### config.mk
export PLATFORM = sky130hd
export DESIGN_NAME = chain_tap
export DESIGN_NICKNAME = d
export VERILOG_FILES = /design/src/rtl/chain_pkg.sv /design/src/rtl/chain_skid.sv /design/src/rtl/chain_wr_route.sv /design/src/rtl/chain_rd_merge.sv /design/src/rtl/chain_tap.sv
export SDC_FILE = /design/constraint.sdc
export NUM_CORES = 1
export LEC_CHECK = 0
export BUFFER_PORTS_ARGS = -buffer_cell sky130_fd_sc_hd__buf_2
export CAP_MARGIN = 30
export CORE_UTILIZATION = 48
export CTS_CLUSTER_SIZE = 40
export DETAILED_ROUTE_END_ITERATION = 10
export PLACE_DENSITY = 0.76
export SETUP_SLACK_MARGIN = 0.3
export SKIP_LAST_GASP = 1
export SLEW_MARGIN = 20
export SYNTH_ARGS = -nofsm -noshare
export SYNTH_HDL_FRONTEND = slang
export SYNTH_HIERARCHICAL = 1
export SYNTH_SLANG_ARGS = --single-unit
### constraint.sdc
create_clock -name clk_i -period 5.6 [get_ports clk_i]
set_input_delay 1.12 -clock clk_i [delete_from_list [all_inputs] [get_ports clk_i]]
set_output_delay 1.12 -clock clk_i [all_outputs]
set_load 0.01 [all_outputs]
### src/rtl/chain_pkg.sv
package chain_pkg;
  localparam int DATA_W = 64;
  localparam int KEEP_W = DATA_W / 8;
  localparam int TAG_W  = 4;

  typedef struct packed {
    logic [DATA_W-1:0] data;
    logic [KEEP_W-1:0] keep;
    logic              last;
    logic [TAG_W-1:0]  id;
    logic [TAG_W-1:0]  dest;
    logic [TAG_W-1:0]  user;
  } beat_t;

  localparam int BEAT_W = $bits(beat_t);

  typedef enum logic [1:0] {OWN_NONE, OWN_FWD, OWN_LOC} own_e;
endpackage

### src/rtl/chain_skid.sv
module chain_skid #(
  parameter int W = 8
) (
  input  logic         clk_i,
  input  logic         rst_ni,
  input  logic         in_valid_i,
  output logic         in_ready_o,
  input  logic [W-1:0] in_data_i,
  output logic         out_valid_o,
  input  logic         out_ready_i,
  output logic [W-1:0] out_data_o
);
  localparam int DEPTH = 2;
  localparam int CNT_W = $clog2(DEPTH + 1);

  logic [W-1:0]     mem_q [DEPTH];
  logic             wp_q, rp_q;
  logic [CNT_W-1:0] cnt_q;
  logic             push, pop;

  assign in_ready_o  = (cnt_q != CNT_W'(DEPTH));
  assign out_valid_o = (cnt_q != '0);
  assign out_data_o  = mem_q[rp_q];
  assign push = in_valid_i & in_ready_o;
  assign pop  = out_valid_o & out_ready_i;

  always_ff @(posedge clk_i or negedge rst_ni) begin
    if (!rst_ni) begin
      wp_q  <= 1'b0;
      rp_q  <= 1'b0;
      cnt_q <= '0;
    end else begin
      if (push) wp_q <= ~wp_q;
      if (pop)  rp_q <= ~rp_q;
      cnt_q <= cnt_q + CNT_W'(push) - CNT_W'(pop);
    end
  end

  always_ff @(posedge clk_i) begin
    if (push) mem_q[wp_q] <= in_data_i;
  end

  assert_hold_R5: assert property (@(posedge clk_i) disable iff (!rst_ni)
    out_valid_o && !out_ready_i |=> out_valid_o && $stable(out_data_o));

  assert_no_overflow_R6: assert property (@(posedge clk_i) disable iff (!rst_ni)
    (cnt_q == CNT_W'(DEPTH)) && !out_ready_i |=> !in_ready_o);
endmodule

### src/rtl/chain_wr_route.sv
module chain_wr_route
  import chain_pkg::*;
#(
  parameter logic [TAG_W-1:0] SLAVE_ID = 4'd1,
  parameter logic [TAG_W-1:0] BCAST_ID = 4'hF
) (
  input  logic  in_valid_i,
  input  beat_t in_beat_i,
  output logic  in_ready_o,
  input  logic  loc_ready_i,
  input  logic  dn_ready_i,
  output logic  loc_push_o,
  output logic  dn_push_o
);
  logic is_bc, is_me;

  assign is_bc = (in_beat_i.dest == BCAST_ID);
  assign is_me = (in_beat_i.dest == SLAVE_ID);

  // broadcast moves only when both copies can land in the same cycle
  always_comb begin
    if (is_bc)      in_ready_o = loc_ready_i & dn_ready_i;
    else if (is_me) in_ready_o = loc_ready_i;
    else            in_ready_o = dn_ready_i;
  end

  assign loc_push_o = in_valid_i & in_ready_o & (is_bc | is_me);
  assign dn_push_o  = in_valid_i & in_ready_o & ~is_me;
endmodule

### src/rtl/chain_rd_merge.sv
module chain_rd_merge
  import chain_pkg::*;
#(
  parameter logic [TAG_W-1:0] SLAVE_ID = 4'd1
) (
  input  logic             clk_i,
  input  logic             rst_ni,
  input  logic             rd_valid_i,
  input  beat_t            rd_beat_i,
  output logic             rd_ready_o,
  input  logic             loc_valid_i,
  input  beat_t            loc_beat_i,
  output logic             loc_ready_o,
  input  logic [TAG_W-1:0] tok_i,
  output logic             up_valid_o,
  output beat_t            up_beat_o,
  input  logic             up_ready_i
);
  own_e own_q;
  logic sel_loc, sel_fwd, fire;

  // local gets the slot at a packet boundary when it holds the token
  always_comb begin
    sel_loc = 1'b0;
    sel_fwd = 1'b0;
    unique case (own_q)
      OWN_LOC: sel_loc = 1'b1;
      OWN_FWD: sel_fwd = 1'b1;
      default: begin
        sel_loc = loc_valid_i & (tok_i == SLAVE_ID);
        sel_fwd = ~sel_loc & rd_valid_i;
      end
    endcase
  end

  assign up_valid_o  = (sel_loc & loc_valid_i) | (sel_fwd & rd_valid_i);
  assign up_beat_o   = sel_loc ? loc_beat_i : rd_beat_i;
  assign rd_ready_o  = sel_fwd & up_ready_i;
  assign loc_ready_o = sel_loc & up_ready_i;
  assign fire        = up_valid_o & up_ready_i;

  always_ff @(posedge clk_i or negedge rst_ni) begin
    if (!rst_ni) begin
      own_q <= OWN_NONE;
    end else if (fire) begin
      if (up_beat_o.last) own_q <= OWN_NONE;
      else                own_q <= sel_loc ? OWN_LOC : OWN_FWD;
    end
  end

  assert_tok_gate_R7: assert property (@(posedge clk_i) disable iff (!rst_ni)
    (own_q == OWN_NONE) && loc_valid_i && loc_ready_o |-> tok_i == SLAVE_ID);

  assert_fwd_lock_R8: assert property (@(posedge clk_i) disable iff (!rst_ni)
    rd_valid_i && rd_ready_o && !rd_beat_i.last |=> !loc_ready_o);

  assert_loc_lock_R9: assert property (@(posedge clk_i) disable iff (!rst_ni)
    loc_valid_i && loc_ready_o && !loc_beat_i.last |=> !rd_ready_o);

  assert_one_src_R8: assert property (@(posedge clk_i) disable iff (!rst_ni)
    $onehot0({rd_ready_o, loc_ready_o}));
endmodule

### src/rtl/chain_tap.sv
module chain_tap
  import chain_pkg::*;
#(
  parameter logic [TAG_W-1:0] SLAVE_ID = 4'd1,
  parameter logic [TAG_W-1:0] BCAST_ID = 4'hF
) (
  input  logic              clk_i,
  input  logic              rst_ni,
  input  logic              wr_in_valid_i,
  output logic              wr_in_ready_o,
  input  logic [DATA_W-1:0] wr_in_data_i,
  input  logic [KEEP_W-1:0] wr_in_keep_i,
  input  logic              wr_in_last_i,
  input  logic [TAG_W-1:0]  wr_in_id_i,
  input  logic [TAG_W-1:0]  wr_in_dest_i,
  input  logic [TAG_W-1:0]  wr_in_user_i,
  output logic              wr_out_valid_o,
  input  logic              wr_out_ready_i,
  output logic [DATA_W-1:0] wr_out_data_o,
  output logic [KEEP_W-1:0] wr_out_keep_o,
  output logic              wr_out_last_o,
  output logic [TAG_W-1:0]  wr_out_id_o,
  output logic [TAG_W-1:0]  wr_out_dest_o,
  output logic [TAG_W-1:0]  wr_out_user_o,
  output logic              loc_rx_valid_o,
  input  logic              loc_rx_ready_i,
  output logic [DATA_W-1:0] loc_rx_data_o,
  output logic [KEEP_W-1:0] loc_rx_keep_o,
  output logic              loc_rx_last_o,
  output logic [TAG_W-1:0]  loc_rx_id_o,
  output logic [TAG_W-1:0]  loc_rx_dest_o,
  output logic [TAG_W-1:0]  loc_rx_user_o,
  input  logic              loc_tx_valid_i,
  output logic              loc_tx_ready_o,
  input  logic [DATA_W-1:0] loc_tx_data_i,
  input  logic [KEEP_W-1:0] loc_tx_keep_i,
  input  logic              loc_tx_last_i,
  input  logic [TAG_W-1:0]  loc_tx_dest_i,
  input  logic              rd_in_valid_i,
  output logic              rd_in_ready_o,
  input  logic [DATA_W-1:0] rd_in_data_i,
  input  logic [KEEP_W-1:0] rd_in_keep_i,
  input  logic              rd_in_last_i,
  input  logic [TAG_W-1:0]  rd_in_id_i,
  input  logic [TAG_W-1:0]  rd_in_dest_i,
  output logic              rd_out_valid_o,
  input  logic              rd_out_ready_i,
  output logic [DATA_W-1:0] rd_out_data_o,
  output logic [KEEP_W-1:0] rd_out_keep_o,
  output logic              rd_out_last_o,
  output logic [TAG_W-1:0]  rd_out_id_o,
  output logic [TAG_W-1:0]  rd_out_dest_o,
  input  logic [TAG_W-1:0]  rd_tok_i,
  output logic [TAG_W-1:0]  rd_tok_o
);
  beat_t wr_beat, dn_beat, lrx_beat, ltx_beat, rdi_beat, up_in_beat, up_beat;
  logic  loc_push, dn_push, loc_rdy, dn_rdy;
  logic  up_in_valid, up_rdy;
  logic [TAG_W-1:0] tok_q;

  assign wr_beat = '{data: wr_in_data_i, keep: wr_in_keep_i, last: wr_in_last_i,
                     id: wr_in_id_i, dest: wr_in_dest_i, user: wr_in_user_i};

  chain_wr_route #(.SLAVE_ID(SLAVE_ID), .BCAST_ID(BCAST_ID)) u_route (
    .in_valid_i (wr_in_valid_i),
    .in_beat_i  (wr_beat),
    .in_ready_o (wr_in_ready_o),
    .loc_ready_i(loc_rdy),
    .dn_ready_i (dn_rdy),
    .loc_push_o (loc_push),
    .dn_push_o  (dn_push)
  );

  chain_skid #(.W(BEAT_W)) u_dn_hop (
    .clk_i, .rst_ni,
    .in_valid_i (dn_push),
    .in_ready_o (dn_rdy),
    .in_data_i  (wr_beat),
    .out_valid_o(wr_out_valid_o),
    .out_ready_i(wr_out_ready_i),
    .out_data_o (dn_beat)
  );

  chain_skid #(.W(BEAT_W)) u_loc_hop (
    .clk_i, .rst_ni,
    .in_valid_i (loc_push),
    .in_ready_o (loc_rdy),
    .in_data_i  (wr_beat),
    .out_valid_o(loc_rx_valid_o),
    .out_ready_i(loc_rx_ready_i),
    .out_data_o (lrx_beat)
  );

  assign wr_out_data_o = dn_beat.data;
  assign wr_out_keep_o = dn_beat.keep;
  assign wr_out_last_o = dn_beat.last;
  assign wr_out_id_o   = dn_beat.id;
  assign wr_out_dest_o = dn_beat.dest;
  assign wr_out_user_o = dn_beat.user;

  assign loc_rx_data_o = lrx_beat.data;
  assign loc_rx_keep_o = lrx_beat.keep;
  assign loc_rx_last_o = lrx_beat.last;
  assign loc_rx_id_o   = lrx_beat.id;
  assign loc_rx_dest_o = lrx_beat.dest;
  assign loc_rx_user_o = lrx_beat.user;

  // inserted results are stamped with this stage's id
  assign ltx_beat = '{data: loc_tx_data_i, keep: loc_tx_keep_i, last: loc_tx_last_i,
                      id: SLAVE_ID, dest: loc_tx_dest_i, user: '0};
  assign rdi_beat = '{data: rd_in_data_i, keep: rd_in_keep_i, last: rd_in_last_i,
                      id: rd_in_id_i, dest: rd_in_dest_i, user: '0};

  chain_rd_merge #(.SLAVE_ID(SLAVE_ID)) u_merge (
    .clk_i, .rst_ni,
    .rd_valid_i (rd_in_valid_i),
    .rd_beat_i  (rdi_beat),
    .rd_ready_o (rd_in_ready_o),
    .loc_valid_i(loc_tx_valid_i),
    .loc_beat_i (ltx_beat),
    .loc_ready_o(loc_tx_ready_o),
    .tok_i      (rd_tok_i),
    .up_valid_o (up_in_valid),
    .up_beat_o  (up_in_beat),
    .up_ready_i (up_rdy)
  );

  chain_skid #(.W(BEAT_W)) u_up_hop (
    .clk_i, .rst_ni,
    .in_valid_i (up_in_valid),
    .in_ready_o (up_rdy),
    .in_data_i  (up_in_beat),
    .out_valid_o(rd_out_valid_o),
    .out_ready_i(rd_out_ready_i),
    .out_data_o (up_beat)
  );

  assign rd_out_data_o = up_beat.data;
  assign rd_out_keep_o = up_beat.keep;
  assign rd_out_last_o = up_beat.last;
  assign rd_out_id_o   = up_beat.id;
  assign rd_out_dest_o = up_beat.dest;

  always_ff @(posedge clk_i or negedge rst_ni) begin
    if (!rst_ni) tok_q <= '0;
    else         tok_q <= rd_tok_i;
  end
  assign rd_tok_o = tok_q;

  assert_local_dest_R1: assert property (@(posedge clk_i) disable iff (!rst_ni)
    loc_rx_valid_o |-> (loc_rx_dest_o == SLAVE_ID) || (loc_rx_dest_o == BCAST_ID));

  assert_bcast_copy_R3: assert property (@(posedge clk_i) disable iff (!rst_ni)
    loc_push && (wr_in_dest_i == BCAST_ID) |-> dn_push);

  assert_bcast_gate_R4: assert property (@(posedge clk_i) disable iff (!rst_ni)
    wr_in_valid_i && wr_in_ready_o && (wr_in_dest_i == BCAST_ID) |-> loc_rdy && dn_rdy);

  assert_unicast_only_R2: assert property (@(posedge clk_i) disable iff (!rst_ni)
    dn_push && (wr_in_dest_i != BCAST_ID) |-> !loc_push);
endmodule

==> impl_metrics.env, run 1 <==
export IMPL_post_route_period_util_pct=66.3
export IMPL_power_density_nw_per_um2=517
export IMPL_antenna_found_initial=11
export IMPL_dp_hpwl_mm=32.2
export IMPL_grt_overflow=0
export IMPL_skew_ns=0.0197
export IMPL_yosys_warnings=6
export IMPL_wl_mm=45.9
export IMPL_r2r_setup_slack_ns=2.53
export IMPL_fin_crit_ns=3.71
export IMPL_die_area_um2=44300
export IMPL_post_place_ws_ns=1.84
export IMPL_endpoint_kind="output port"
export IMPL_cts_setup_buffers=0
export IMPL_cp_startpoint="u_loc_hop/rp_q"
export IMPL_rsz0062_at_grt="false"
export IMPL_drt_iter0_markers=699
export IMPL_cp_arrival_ns=2.59
export IMPL_ff2ff_path_depth=7
export IMPL_finalMaxSlewViolations=0
export IMPL_crit_type="flop to output port"
export IMPL_hp_class="input pin to asynchronous set/reset pin"
export IMPL_critPathCapture="loc_rx_data_o[4]"
export IMPL_clk_latency_ns=0.59
export IMPL_gp_congestion=0.817
export IMPL_areaGrowthSynthToFinish_pct=23.3
export IMPL_rows=76
export IMPL_grt_max_degree=61
export IMPL_fillCellCount=3200
export IMPL_cap_viol_max_count=0
export IMPL_path_clk_slew_ns=0.06
export IMPL_tns_ns=0
export IMPL_tightest_slew_ns=0.905
export IMPL_wl_per_cell_um=21.3
export IMPL_crit_path_start_kind="flop"
export IMPL_drc=0
export IMPL_setup_violations=0
export IMPL_crit_required_ns=4.48
export IMPL_portBuffers=515
export IMPL_post_route_cells_drive_above_1_share_pct=61.2
export IMPL_die_h_um=211
export IMPL_syn_avg_cell_area_um2=21.5
export IMPL_boundaryPins=516
export IMPL_fmax_mhz=269
export IMPL_ctsHoldBuffers=0
export IMPL_grt_pass1_vias=11338
export IMPL_ant_nets=0
export IMPL_leakage_nw=10.0
export IMPL_worst_slack_ns=1.89
export IMPL_post_cts_resized=0
export IMPL_vias=10888
export IMPL_dieWidth_um=211
export IMPL_vias_per_cell=5.05
export IMPL_vdd_drop_max_uv=303
export IMPL_r2r_start="u_merge/own_q[0]"
export IMPL_r2r_end="u_up_hop/mem_q[1][39]"
export IMPL_hold_viol=0
export IMPL_status="completed"
export IMPL_drt_pass1_iterations=6
export IMPL_relSlewSlack_pct=39.7
export IMPL_cts_sinks=520
export IMPL_cts_tree="built"
export IMPL_htree_levels=2
export IMPL_crit_path_max_fanout=37
export IMPL_fp_coreArea_um2=43000
export IMPL_netlist_area_um2=20900
export IMPL_floorplan_initialDensity_pct=48.6
export IMPL_grt_pass1_wl_mm=66.9
export IMPL_ctsRootBufferMaster="clkbuf_16"
export IMPL_cts_made_buffers=52
export IMPL_track_usage_pct=20.3
export IMPL_cts_buffer_depth=3
export IMPL_num_nets_final=1784
export IMPL_synthCells=970
==> registers in the layout, summed over array words and instances, names as in the netlist <==
register,count
u_loc_hop/wp_q,1
u_up_hop/mem_q,162
u_loc_hop/rp_q,1
u_up_hop/wp_q,1
u_loc_hop/cnt_q,2
u_dn_hop/rp_q,1
u_dn_hop/cnt_q,2
u_up_hop/cnt_q,2
u_loc_hop/mem_q,170
u_merge/own_q,2
u_dn_hop/wp_q,1
rd_tok_o,4
u_dn_hop/mem_q,170
u_up_hop/rp_q,1
==> stage by stage <==
step                      hold WS [ns]  instances  area, um2  power, mW  utilization (%)
final                            0.474       2154      25700       13.3             59.9
after global routing             0.493       2152      25700       13.9             59.8
after CTS                        0.443       2148      25700       13.4             59.8
after detailed placement         0.510       2052      24000       9.87             55.7
after global placement           0.494       2052      24000       9.78             55.7
after floorplan                  0.479        972      20900       8.50                -
==> how the worst min path moves through the flow <==
stage / startpoint / endpoint / cells past startpoint
3_3_place_gp: u_up_hop/cnt_q[0] / u_up_hop/cnt_q[0] / 1
3_5_place_dp: u_up_hop/cnt_q[0] / u_up_hop/cnt_q[0] / 1
6_report: rst_ni / u_loc_hop/cnt_q[1] / 1
4_1_cts: rst_ni / u_loc_hop/wp_q / 1
2_1_floorplan: u_dn_hop/wp_q / u_dn_hop/wp_q / 1
5_1_grt: rst_ni / u_loc_hop/cnt_q[1] / 1
==> layer usage <==
layer | part of all wire, % | track usage, % | vias up
met5 | 0.12 | 0 | -
met4 | 3.6 | 9.32 | 8
met3 | 8.7 | 6.51 | 102
met2 | 51 | 34.7 | 491
met1 | 37 | 23.1 | 5366
li1 | - | - | 4921
==> power breakdown <==
part	leakage, nW	total [mW]	switching [mW]	internal (mW)
registers	4.81	5.67	0.390	5.28
clock network	0.847	3.55	1.41	2.14
logic	4.38	4.08	2.13	1.95
==> layout make-up <==
| type | instances | area [um2] | area share (%) |
|---|---|---|---|
| diodes | 6 | 15.0 | 0.0584 |
| clock buffers | 66 | 1360 | 5.30 |
| clock inverters | 30 | 395 | 1.54 |
| inverters | 6 | 22.5 | 0.0875 |
| multi-input cells | 406 | 4920 | 19.1 |
| flip-flops and latches | 520 | 15500 | 60.4 |
| well taps | 585 | 732 | 2.85 |
| repair buffers | 535 | 2740 | 10.7 |
==> cells in the final DEF (no fill, tap or decap), drive strengths merged, types with 4 or more instances in the layout <==
master and instances:
conb 4, edfxtp 502, diode 6, mux2 332, inv 6, nor2b 4
dfrtp 18, nor2 6, bufinv 9, buf 535, ha 8, clkinv 20
xnor2 9, clkbuf 66, nand2 5
==> critical path, cell delays in order, from the launching register on <==
cell and delay (ns):
dfrtp_4 0.82, buf_4 0.58, mux2_2 0.41, buf_2 0.16
No activity file was read; power rests on OpenSTA's default activity.
==> run 2: changes to the inputs <==
- clock period: 5.6 -> 3.05 ns (I/O delays scaled with it)
==> run 2 against run 1 <==
Power up 87%. Worst setup slack worse by 1.5 ns. Count of clock-buffer cells in the layout down 2. Sequential power up 80%. Flip-flop and latch count unchanged. Final area up 1.8%. Clock power up 76%. Clock skew down 0.00081 ns. Wire length up 2.6%. Die area unchanged. Critical endpoint is now loc_rx_data_o[57].
==> impl_metrics.env, run 2 (synthesis gave the netlist of run 1 again) <==
export IMPL_cp_startpoint="u_loc_hop/rp_q"
export IMPL_fmax_mhz=375
export IMPL_power_density_nw_per_um2=950
export IMPL_skew_ns=0.0189
export IMPL_endpoint_kind="output port"
export IMPL_cp_arrival_ns=2.06
export IMPL_hold_viol=0
export IMPL_track_usage_pct=20.6
export IMPL_place_area_um2=24300
export IMPL_path_clk_slew_ns=0.06
export IMPL_worstPathCellList="buf_12 -> mux2_2 -> buf_2"
export IMPL_tightest_slew_ns=0.557
export IMPL_setup_violations=0
export IMPL_htree_levels=2
export IMPL_hp_class="input pin to flop"
export IMPL_power_mw=24.9
export IMPL_post_route_period_util_pct=87.5
export IMPL_fp_coreArea_um2=43000
export IMPL_cap_viol_max_count=0
export IMPL_portBuffers=515
export IMPL_fin_cells=2189
export IMPL_relSlewSlack_pct=62.9
export IMPL_post_place_ws_ns=0.309
export IMPL_die_area_um2=44300
export IMPL_rows=76
export IMPL_holdPathStages=1
export IMPL_post_route_cells_drive_above_1_share_pct=62.7
export IMPL_fin_crit_ns=2.67
export IMPL_finalMaxSlewViolations=0
export IMPL_r2r_start="u_merge/own_q[0]"
export IMPL_grt_pass1_wl_mm=67.4
export IMPL_wl_per_cell_um=21.5
export IMPL_vdd_drop_max_uv=708
export IMPL_worst_slack_ns=0.381
export IMPL_drt_pass1_iterations=4
export IMPL_vias_per_cell=5.10
export IMPL_status="completed"
export IMPL_grt_max_degree=83
export IMPL_rsz0062_at_grt="false"
export IMPL_die_h_um=211
export IMPL_dp_hpwl_mm=32.9
export IMPL_ctsRootBufferMaster="clkbuf_16"
export IMPL_grt_pass1_vias=11426
export IMPL_largestRegisters="u_dn_hop/mem_q (170), u_loc_hop/mem_q (170), u_up_hop/mem_q (162)"
export IMPL_crit_path_start_kind="flop"
export IMPL_crit_path_max_fanout=20
export IMPL_r2r_end="u_up_hop/mem_q[1][48]"
export IMPL_r2r_setup_slack_ns=0.70
export IMPL_wl_mm=47.1
export IMPL_num_nets_final=1816
export IMPL_crit_type="flop to output port"
export IMPL_grt_overflow=0
export IMPL_critPathCapture="loc_rx_data_o[57]"
export IMPL_cts_tree="built"
export IMPL_antenna_found_initial=11
export IMPL_areaGrowthSynthToFinish_pct=25.5
export IMPL_fin_area_um2=26200
export IMPL_drc=0
export IMPL_leakage_nw=10.3
export IMPL_vias=11153
export IMPL_cp_slowest_stage_delay_ns=0.69
export IMPL_layout_commonest_cell="buf_2"
export IMPL_floorplan_initialDensity_pct=48.6
export IMPL_drt_iter0_markers=727
export IMPL_final_cell_mix="515 x buf_2, 502 x edfxtp_1, 184 x mux2_2"
export IMPL_cts_made_buffers=52
export IMPL_clk_latency_ns=0.59
export IMPL_gp_congestion=0.833
export IMPL_cts_buffer_depth=3
export IMPL_dieWidth_um=211
export IMPL_boundaryPins=516
export IMPL_ff2ff_path_depth=6
export IMPL_dpl_cell_count=2070
export IMPL_crit_slowest_cell="dfrtp_4"
export IMPL_final_util_pct=61.0
export IMPL_ant_nets=0
export IMPL_crit_required_ns=2.44
export IMPL_cts_sinks=520
## run 2: how the worst min path moves through the flow
stage / from / end / slack, ns
detailed placement: u_up_hop/cnt_q[0] / u_up_hop/cnt_q[0] / 0.51
CTS: rd_tok_i[0] / rd_tok_o[0] / 0.13
global placement: u_up_hop/cnt_q[0] / u_up_hop/cnt_q[0] / 0.50
floorplan: rst_ni / rd_tok_o[0] / 0.31
finish: rd_tok_i[0] / rd_tok_o[0] / 0.16
global route: rd_tok_i[0] / rd_tok_o[0] / 0.14
## run 2: layout make-up
cell class / instances / area, um2
Antenna cell: 7 / 17.5
Multi-Input combinational cell: 406 / 4960
Inverter: 6 / 22.5
Fill cell: 3130 / 16800
Tap cell: 585 / 732
Clock inverter: 34 / 338
Clock buffer: 64 / 1370
Sequential cell: 520 / 15500
Timing Repair Buffer: 567 / 3230
## run 2: what timing repair did
item                                   CTS  global route
endpoints found under the hold margin   18             0
setup endpoints to repair              156            15
buffers inserted                         3            10
resized for setup                        2             1
hold buffers                             1             0
## run 2: per-stage QoR
stage                     hold slack, ns  setup TNS [ns]
after floorplan                    0.314          -11.97
after global placement             0.500               0
after detailed placement           0.511               0
after CTS                          0.126               0
after global routing               0.140               0
final                              0.162               0
## run 2: power breakdown
part	total, mW	internal (mW)	switching, mW
Sequential	10.2	9.68	0.557
Combinational	8.40	4.06	4.34
Clock	6.26	3.63	2.63
## run 2: critical path: cells and delay by family, from the launching register on
kind,cells,cell delay [ns]
buffers and inverters,2,0.39
muxes,1,0.37
DFF,1,0.69
## run 2: routing by layer
metal | share of wire (%) | track usage (%) | wire, um | vias up
met3 | 7.8 | 6.17 | 3680 | 73
met5 | 0.11 | 0 | 51 | -
met2 | 51 | 35.8 | 24100 | 473
met4 | 2.6 | 7.10 | 1200 | 8
li1 | - | - | - | 5000
met1 | 38 | 24.4 | 18100 | 5599
